`config.mk`:
```
export PLATFORM = sky130hd
export DESIGN_NAME = pc_return_stack
export DESIGN_NICKNAME = d
export VERILOG_FILES = /design/src/rtl/pc_stack_pkg.sv /design/src/rtl/pc_next_calc.sv /design/src/rtl/pc_stack_file.sv /design/src/rtl/pc_return_stack.sv
export SDC_FILE = /design/constraint.sdc
export NUM_CORES = 1
export LEC_CHECK = 0
export ABC_AREA = 1
export BUFFER_PORTS_ARGS = -buffer_cell sky130_fd_sc_hd__buf_2
export CAP_MARGIN = 20
export CORE_ASPECT_RATIO = 1.75
export CORE_MARGIN = 5
export CORE_UTILIZATION = 45
export CTS_CLUSTER_SIZE = 20
export DETAILED_ROUTE_END_ITERATION = 8
export SYNTH_ARGS = -nofsm -noshare
export SYNTH_HDL_FRONTEND = slang
export SYNTH_HIERARCHICAL = 1
export SYNTH_SLANG_ARGS = --single-unit
```
`constraint.sdc`:
```
create_clock -name clk_i -period 4.84 [get_ports clk_i]
set_clock_uncertainty 0.1 [all_clocks]
set_input_delay 0.242 -clock clk_i [delete_from_list [all_inputs] [get_ports clk_i]]
set_output_delay 0.242 -clock clk_i [all_outputs]
set_load 0.03 [all_outputs]
```
`src/rtl/pc_stack_pkg.sv`:
```
package pc_stack_pkg;
  typedef enum logic [2:0] {
    OP_HOLD  = 3'd0,
    OP_STEP  = 3'd1,
    OP_JUMP  = 3'd2,
    OP_CALL  = 3'd3,
    OP_RET   = 3'd4,
    OP_SHORT = 3'd5
  } pc_op_e;
endpackage

```
`src/rtl/pc_next_calc.sv`:
```
module pc_next_calc
  import pc_stack_pkg::*;
#(
  parameter int NIB_W = 4
) (
  input  logic [3*NIB_W-1:0] pc_i,
  input  logic [2:0]         op_i,
  input  logic [NIB_W-1:0]   hi_nib_i,
  input  logic [2*NIB_W-1:0] word2_i,
  input  logic               take_i,
  output logic               cur_we_o,
  output logic [3*NIB_W-1:0] cur_d_o,
  output logic               push_o,
  output logic [3*NIB_W-1:0] push_d_o,
  output logic               pop_o
);
  localparam int ADDR_W = 3 * NIB_W;
  localparam int LOW_W  = 2 * NIB_W;

  logic [ADDR_W-1:0] seq_addr, skip_addr, long_tgt, short_tgt;
  pc_op_e op;

  assign op        = pc_op_e'(op_i);
  assign seq_addr  = pc_i + ADDR_W'(1);
  assign skip_addr = pc_i + ADDR_W'(2);
  assign long_tgt  = {hi_nib_i, word2_i};
  // page bits come from the word after the two-word instruction
  assign short_tgt = {skip_addr[ADDR_W-1:LOW_W], word2_i};

  always_comb begin
    cur_we_o = 1'b0;
    cur_d_o  = pc_i;
    push_o   = 1'b0;
    push_d_o = long_tgt;
    pop_o    = 1'b0;
    unique case (op)
      OP_STEP:  begin cur_we_o = 1'b1; cur_d_o = seq_addr; end
      OP_JUMP:  begin cur_we_o = 1'b1; cur_d_o = long_tgt; end
      OP_SHORT: begin cur_we_o = 1'b1; cur_d_o = take_i ? short_tgt : skip_addr; end
      OP_CALL:  begin cur_we_o = 1'b1; cur_d_o = skip_addr; push_o = 1'b1; end
      OP_RET:   pop_o = 1'b1;
      default:  ;
    endcase
  end
endmodule

```
`src/rtl/pc_stack_file.sv`:
```
module pc_stack_file #(
  parameter int ADDR_W = 12,
  parameter int DEPTH  = 4
) (
  input  logic              clk_i,
  input  logic              rst_ni,
  input  logic              cur_we_i,
  input  logic [ADDR_W-1:0] cur_d_i,
  input  logic              push_i,
  input  logic [ADDR_W-1:0] push_d_i,
  input  logic              pop_i,
  output logic [ADDR_W-1:0] pc_o
);
  localparam int PTR_W = $clog2(DEPTH);

  logic [PTR_W-1:0]  ptr_q, ptr_up, ptr_dn;
  logic [ADDR_W-1:0] ent_w [DEPTH];

  assign ptr_up = ptr_q + PTR_W'(1);
  assign ptr_dn = ptr_q - PTR_W'(1);

  always_ff @(posedge clk_i or negedge rst_ni) begin
    if (!rst_ni)     ptr_q <= '0;
    else if (push_i) ptr_q <= ptr_up;
    else if (pop_i)  ptr_q <= ptr_dn;
  end

  for (genvar e = 0; e < DEPTH; e++) begin : g_ent
    logic [ADDR_W-1:0] q;
    logic sel_cur, sel_new;
    assign sel_cur = (ptr_q == PTR_W'(e));
    assign sel_new = (ptr_up == PTR_W'(e));
    always_ff @(posedge clk_i or negedge rst_ni) begin
      if (!rst_ni)                           q <= '0;
      else if (push_i && sel_new)            q <= push_d_i;
      else if (cur_we_i && !pop_i && sel_cur) q <= cur_d_i;
    end
    assign ent_w[e] = q;
  end

  assign pc_o = ent_w[ptr_q];

  p_push_ptr_r5: assert property (@(posedge clk_i) disable iff (!rst_ni)
    push_i |=> ptr_q == $past(ptr_up));
  p_pop_ptr_r6: assert property (@(posedge clk_i) disable iff (!rst_ni)
    (pop_i && !push_i) |=> ptr_q == $past(ptr_dn));
  p_ptr_idle_r3: assert property (@(posedge clk_i) disable iff (!rst_ni)
    (!pop_i && !push_i) |=> $stable(ptr_q));
endmodule

```
`src/rtl/pc_return_stack.sv`:
```
module pc_return_stack
  import pc_stack_pkg::*;
#(
  parameter int NIB_W = 4,
  parameter int DEPTH = 4
) (
  input  logic               clk_i,
  input  logic               rst_ni,
  input  logic [2:0]         op_i,
  input  logic [NIB_W-1:0]   hi_nib_i,
  input  logic [2*NIB_W-1:0] word2_i,
  input  logic               take_i,
  output logic [3*NIB_W-1:0] pc_o
);
  localparam int ADDR_W = 3 * NIB_W;
  localparam int LOW_W  = 2 * NIB_W;

  logic              cur_we, push, pop;
  logic [ADDR_W-1:0] cur_d, push_d;

  pc_next_calc #(.NIB_W(NIB_W)) u_calc (
    .pc_i     (pc_o),
    .op_i     (op_i),
    .hi_nib_i (hi_nib_i),
    .word2_i  (word2_i),
    .take_i   (take_i),
    .cur_we_o (cur_we),
    .cur_d_o  (cur_d),
    .push_o   (push),
    .push_d_o (push_d),
    .pop_o    (pop)
  );

  pc_stack_file #(.ADDR_W(ADDR_W), .DEPTH(DEPTH)) u_stack (
    .clk_i    (clk_i),
    .rst_ni   (rst_ni),
    .cur_we_i (cur_we),
    .cur_d_i  (cur_d),
    .push_i   (push),
    .push_d_i (push_d),
    .pop_i    (pop),
    .pc_o     (pc_o)
  );

  p_step_r2: assert property (@(posedge clk_i) disable iff (!rst_ni)
    op_i == OP_STEP |=> pc_o == $past(pc_o) + ADDR_W'(1));
  p_hold_r3: assert property (@(posedge clk_i) disable iff (!rst_ni)
    (op_i == OP_HOLD || op_i > OP_SHORT) |=> $stable(pc_o));
  p_jump_r4: assert property (@(posedge clk_i) disable iff (!rst_ni)
    (op_i == OP_JUMP || op_i == OP_CALL) |=> pc_o == {$past(hi_nib_i), $past(word2_i)});
  p_short_taken_r10: assert property (@(posedge clk_i) disable iff (!rst_ni)
    (op_i == OP_SHORT && take_i) |=>
      pc_o[LOW_W-1:0] == $past(word2_i) &&
      pc_o[ADDR_W-1:LOW_W] == $past(pc_o[ADDR_W-1:LOW_W] + NIB_W'(&pc_o[LOW_W-1:1])));
  p_short_skip_r12: assert property (@(posedge clk_i) disable iff (!rst_ni)
    (op_i == OP_SHORT && !take_i) |=> pc_o == $past(pc_o) + ADDR_W'(2));
endmodule

```
# Word level (Yosys, flattened, before mapping)
# Index checks and enable logic that the tools add are counted.
[word_totals]
elab_cells = 58
in_bits = 18
out_inout_bits = 12
ff_bits = 50
[classes]
n_reduce_logical = 18
n_eq_ne = 11
mux = 18
order_cmp = 1
addsub = 4
bitwise_logic = 1
[op_table]
columns = ["operator", "n"]
rows = [
  ["$mux W12", 10],
  ["$pmux W12 S4", 1],
  ["$bmux W12 S2", 1],
  ["$add A12 B1 Y12 const B", 1],
  ["$add A12 B2 Y12 const B", 1],
  ["$reduce_bool A2 Y1", 5],
  ["$logic_and A1 B1 Y1", 9],
  ["$eq A2 B2 Y1 const B", 4],
  ["$mux W8", 1],
  ["$eq A3 B2 Y1 const B", 2],
  ["$eq A3 B3 Y1 const B", 2],
  ["$eq A2 B1 Y1 const B", 2],
  ["$logic_not A2 Y1", 2],
  ["$mux W2", 2],
  ["$reduce_or A4 Y1", 1],
  ["$eq A3 B1 Y1 const B", 1],
  ["$ge A3 B3 Y1 const B", 1],
  ["$mux W1", 3],
  ["$not A2 Y3", 1],
  ["$add A2 B1 Y2 const B", 1],
  ["$sub A2 B1 Y2 const B", 1],
  ["$logic_not A1 Y1", 1],
]

# Longest topological paths before layout
[depth]
ltp_word = 9
ltp_mapped = 21
mapped_depth_nobuf = 19

# By module
# The synthesis kept the hierarchy.
[by_module_without_submodules]
columns = ["mod", "area_each_um2", "seq_area_each_um2", "instances", "cells_each"]
rows = [
  ["pc_stack_file", 3309.4, 1251.2, 1, 508],
  ["pc_next_calc", 975.9, 0.0, 1, 185],
]

# Worst setup path after synthesis
# Ideal clock, no wire load.
[synth_timing]
path_kind = "register -> register"
from = "register u_stack.ptr_q[0]"
to = "register u_stack.g_ent[0].q[9]"
required_time_ns = 4.624
stages_incl_launch_ff = 17
synth_period_minus_slack_ns = 3.134
setup_ns = 0.116
arrival_ns = 2.918
slack_ns = 1.706
cell_sequence = "dfrtp_1 buf_2 buf_2 nand2_1 nand2_1 o21ai_0 nand2_1 nor2_1 nand2_1 o22ai_1 nand2_1 nand2_1 nand3_1 nand2_1 nand2_1 nand2_1 nand2_1"
[synth_between]
elab_chain_cells = 8
elab_cells_between_ends = 15
classes_between = "add/sub (3); mux (6); bitwise (1); reduce/logical (5)"
[synth_rtl]
columns = ["element", "line_no", "rtl"]
rows = [
  ["start, declared", "pc_stack_file.sv:16", "logic [PTR_W-1:0] ptr_q, ptr_up, ptr_dn;"],
  ["start signal, assigned", "pc_stack_file.sv:24", "else if (push_i) ptr_q <= ptr_up;"],
  ["start signal, assigned", "pc_stack_file.sv:25", "else if (pop_i) ptr_q <= ptr_dn;"],
  ["$not A2 Y3 (implied by the code) *", "pc_stack_file.sv:41", "assign pc_o = ent_w[ptr_q];"],
  ["$bmux W12 S2 *", "pc_stack_file.sv:41", ""],
  ["$mux W12 (implied by the code) * (2 in a row)", "pc_stack_file.sv:41", ""],
  ["net pc_o[5]", "pc_return_stack.sv:13", "output logic [3*NIB_W-1:0] pc_o"],
  ["$add A12 B2 Y12 or $add A12 B1 Y12 (tied branches)", "pc_next_calc.sv:25, pc_next_calc.sv:24", ""],
  ["$pmux W12 S4 *", "pc_next_calc.sv:36", "unique case (op)"],
  ["net cur_d[9]", "pc_return_stack.sv:19", "logic [ADDR_W-1:0] cur_d, push_d;"],
  ["$mux W12 *", "pc_stack_file.sv:36", "else if (cur_we_i && !pop_i && sel_cur) q <= cur_d_i;"],
  ["$mux W12 *", "pc_stack_file.sv:35", "else if (push_i && sel_new) q <= push_d_i;"],
  ["end signal, assigned", "pc_stack_file.sv:35", ""],
  ["end signal, assigned", "pc_stack_file.sv:36", ""],
  ["end, declared", "pc_stack_file.sv:29", "logic [ADDR_W-1:0] q;"],
]
# Mark *: on every way through the listed nets, which the timed path passes. The rest lies on a longest branch. The select of a mux whose other input is x is not followed.
# A chain may end at the register's enable or synchronous reset.

# Worst setup path in the final report
[layout_timing]
from = "register u_stack.ptr_q[0]"
to = "register u_stack.g_ent[1].q[5]"
[layout_between]
elab_chain_cells = 9
elab_cells_between_ends = 16
classes_between = "add/sub (3); eq/ne (2); mux (7); bitwise (1); reduce/logical (3)"
[layout_rtl]
columns = ["element", "line_no", "rtl"]
rows = [
  ["$not A2 Y3 (implied by the code) *", "pc_stack_file.sv:41", ""],
  ["$bmux W12 S2 *", "pc_stack_file.sv:41", ""],
  ["$mux W12 (implied by the code) * (2 in a row)", "pc_stack_file.sv:41", ""],
  ["$add A12 B2 Y12", "pc_next_calc.sv:25", "assign skip_addr = pc_i + ADDR_W'(2);"],
  ["$mux W8", "pc_next_calc.sv:39", "OP_SHORT: begin cur_we_o = 1'b1; cur_d_o = take_i ? short_tgt : skip_addr; end"],
  ["$pmux W12 S4 *", "pc_next_calc.sv:36", ""],
  ["net cur_d[5]", "pc_return_stack.sv:19", ""],
  ["$mux W12 *", "pc_stack_file.sv:36", ""],
  ["$mux W12 *", "pc_stack_file.sv:35", ""],
  ["end signal, assigned", "pc_stack_file.sv:35", ""],
  ["end signal, assigned", "pc_stack_file.sv:36", ""],
  ["end, declared", "pc_stack_file.sv:29", ""],
]
# Marks and branches as above.

==> flow_summary.yaml <==
floorplanning:
  boundaryPins: 30
  rows: 47
  core_um2: 9410
  die_h_um: 139
  die_area_um2: 11700
  start_util: 0.455
  die_width_um: 83.8
detailed_routing:
  first_pass_iters: 5
  via_per_inst: 5.49
  drt_iter0_drc: 353
  vias: 4461
  drc: 0
  routed_wirelength_um: 14200
  drtAntennaViolNets: 0
  wl_per_cell_um: 17.5
critical_path:
  crit_required_ns: 4.92
  r2r_slack_ns: 1.36
  critPathLaunch: "u_stack/ptr_q[0]"
  critPathLaunchType: "register"
  path_class: "register to register"
  crit_end: "u_stack/g_ent[1].q[5]"
  worstPathArrival_ns: 3.56
  r2r-end: "u_stack/g_ent[1].q[5]"
  crit_path_end_kind: "register"
  r2r_cells: 15
  r2r_start: "u_stack/ptr_q[0]"
  path_max_fanout: 26
clocking:
  clock-sinks: 50
  root_buffer: "clkbuf_16"
  numCtsBuffers: 5
  clock_latency_ns: 0.30
  h-tree-depth: 2
  cts_tree: "built"
  clk_pin_slew_ns: 0.07
  clock_path_buffers: 2
  ctsResizeCount: 0
synthesis:
  syn_area_um2: 4290
  synthTopCellsByArea: "dfrtp_1 29%, nand2_1 28%, nand3_1 14%"
  seq_area_frac_synth: 0.292
  yosys-top-cells-count: "325 x nand2_1, 119 x nand3_1, 50 x dfrtp_1"
  netlist_instances: 693
  synth.distinct_cells: 32
  avgSynthCellArea_um2: 6.18
  postSynth.asyncResetShare: 1.00
  synth-edff-count: 0
  yosys.area.top_type_share: 0.292
  yosysMostFrequentCell: "nand2_1"
  synth_nets: 720
  ys_warn_count: 6
  synth_area_leader_cell: "dfrtp_1"
  ys_seq_elements: 50
  synth_flop_cell: "dfrtp_1"
outcome:
  status: "complete, no violations"
timing:
  slew_headroom: 0.399
  tightestPinTransition_ns: 0.895
  finalHoldViolations: 0
  drv_slew: 0
  max_freq_mhz: 287
  rsz0062_at_grt: "false"
  finalCriticalPeriod_ns: 3.48
  setup-violations-final: 0
  timing.hold.ws_ns: 0.219
  finalSetupTns_ns: 0
  timing.final.crit_share: 0.719
global_route:
  antenna_found_initial: 0
  grt_overflow: 0
  grt_pass1_vias: 4395
  grt_pass1_wl_um: 23200
  grt_usage: 0.250
  grt_max_degree: 51
worst_hold_path:
  hold_path.class: "input port to register"
placed_design:
  dp.final_hpwl_um: 10300
  port_buffers: 29
  dp_cells: 804
  gp_congestion: 1.04
pwr:
  p_leak_nw: 2.49
  vdd_drop_max_mv: 0.475
  power_density_nw_per_um2: 666
cells_and_area:
  finalNetCount: 717
  fin_cells: 813
  synthToLayoutAreaGrowth_pct: 4.38
  diodes: 0
  drive_gt1_frac: 0.101
run:
  drv_cap: 0
## metal layers
layer	routed length, um	up-vias	track usage
met1	5740	2074	0.297
met5	0	-	0
met2	7280	159	0.435
met4	575	0	0.127
met3	633	40	0.0303
li1	-	2188	-
## per-stage QoR
step | total power [W] | instance area, um2 | setup WS, ns | util
finish | 0.00298 | 4470 | 1.36 | 0.475
global route | 0.00324 | 4470 | 0.959 | 0.475
CTS | 0.00297 | 4470 | 1.39 | 0.475
detailed placement | 0.00261 | 4320 | 1.41 | 0.459
global placement | 0.00260 | 4320 | 1.50 | 0.459
floorplan | 0.00208 | 4290 | 1.71 | -
## report_power, final
group	switching (W)	internal [W]	leakage, nW	total [W]
clock network	0.000161	0.000192	0.0708	0.000353
logic	0.00135	0.000558	1.78	0.00191
registers	0.000123	0.000594	0.643	0.000717
## critical path, stage by stage, from the launching register on
cell and delay, ns:
dfrtp_1 0.64, buf_4 0.36, nor2_1 0.08, o21ai_1 0.71, ha_1 0.33, inv_1 0.05, nor2_1 0.26, nand2_1 0.12
nand2_1 0.08, nand2_1 0.05, nand3b_1 0.08, nand4_1 0.19, nand2_1 0.12, nand2_1 0.06, nand2_1 0.06, nand2_1 0.06
## sequential cells by signal (all words and copies together), names as in the netlist
register / count
u_stack/g_ent.q: 48
u_stack/ptr_q: 2
## how the worst min path moves through the flow
stage | endpoint | depth (start not counted) | startpoint | slack [ns]
6_report | u_stack/g_ent[0].q[1] | 5 | word2_i[1] | 0.22
3_5_place_dp | u_stack/g_ent[3].q[0] | 2 | rst_ni | 0.30
2_1_floorplan | u_stack/g_ent[0].q[0] | 0 | rst_ni | -0.15
5_1_grt | u_stack/g_ent[0].q[6] | 5 | word2_i[6] | 0.25
3_3_place_gp | u_stack/g_ent[3].q[0] | 2 | rst_ni | 0.30
4_1_cts | u_stack/g_ent[0].q[1] | 5 | word2_i[1] | 0.21
## cell usage in the layout (no fill, tap or decap), types with 2 or more instances in the layout
cell       netlist  final
inv_2            3      3
xor2_1           2      2
nor2_1          31     31
nand2_2          5      5
o21ai_0         12     12
buf_2           20     29
nor3_1           4      4
o21ai_4          3      3
clkbuf_16        0      5
dfrtp_1         50     50
a31oi_1          2      2
nand3_2          4      4
nand2_1        325    325
nand2_4          6      6
nand4_1          9      9
ha_1             9      9
buf_4           22      9
o21bai_1         2      2
nand3_1        119    119
o21ai_1          9      9
inv_1           36     35
a21oi_1          5      5
## repair_timing
action	in CTS	in global routing
setup buffers	0	0
endpoints found under the hold margin	41	0
endpoints found under the setup margin	0	0
hold buffers	1	0
## cell families after synthesis
logic type / share of synthesized area
buffers and inverters: 0.113
DFF: 0.292
adders and majority gates: 0.0263
and+or+nand+nor: 0.509
xor gates and xnor gates: 0.00613
AOI/OAI and AO/OA: 0.0534
## layout make-up
type                            count  area, um2
Multi-Input combinational cell    554       2550
Tap cell                          122        153
Fill cell                        1030       4940
Clock inverter                      2       13.8
Inverter                           40        153
Timing Repair Buffer               39        223
Clock buffer                        6        129
Sequential cell                    50       1250
No activity file was read; power rests on OpenSTA's default activity.
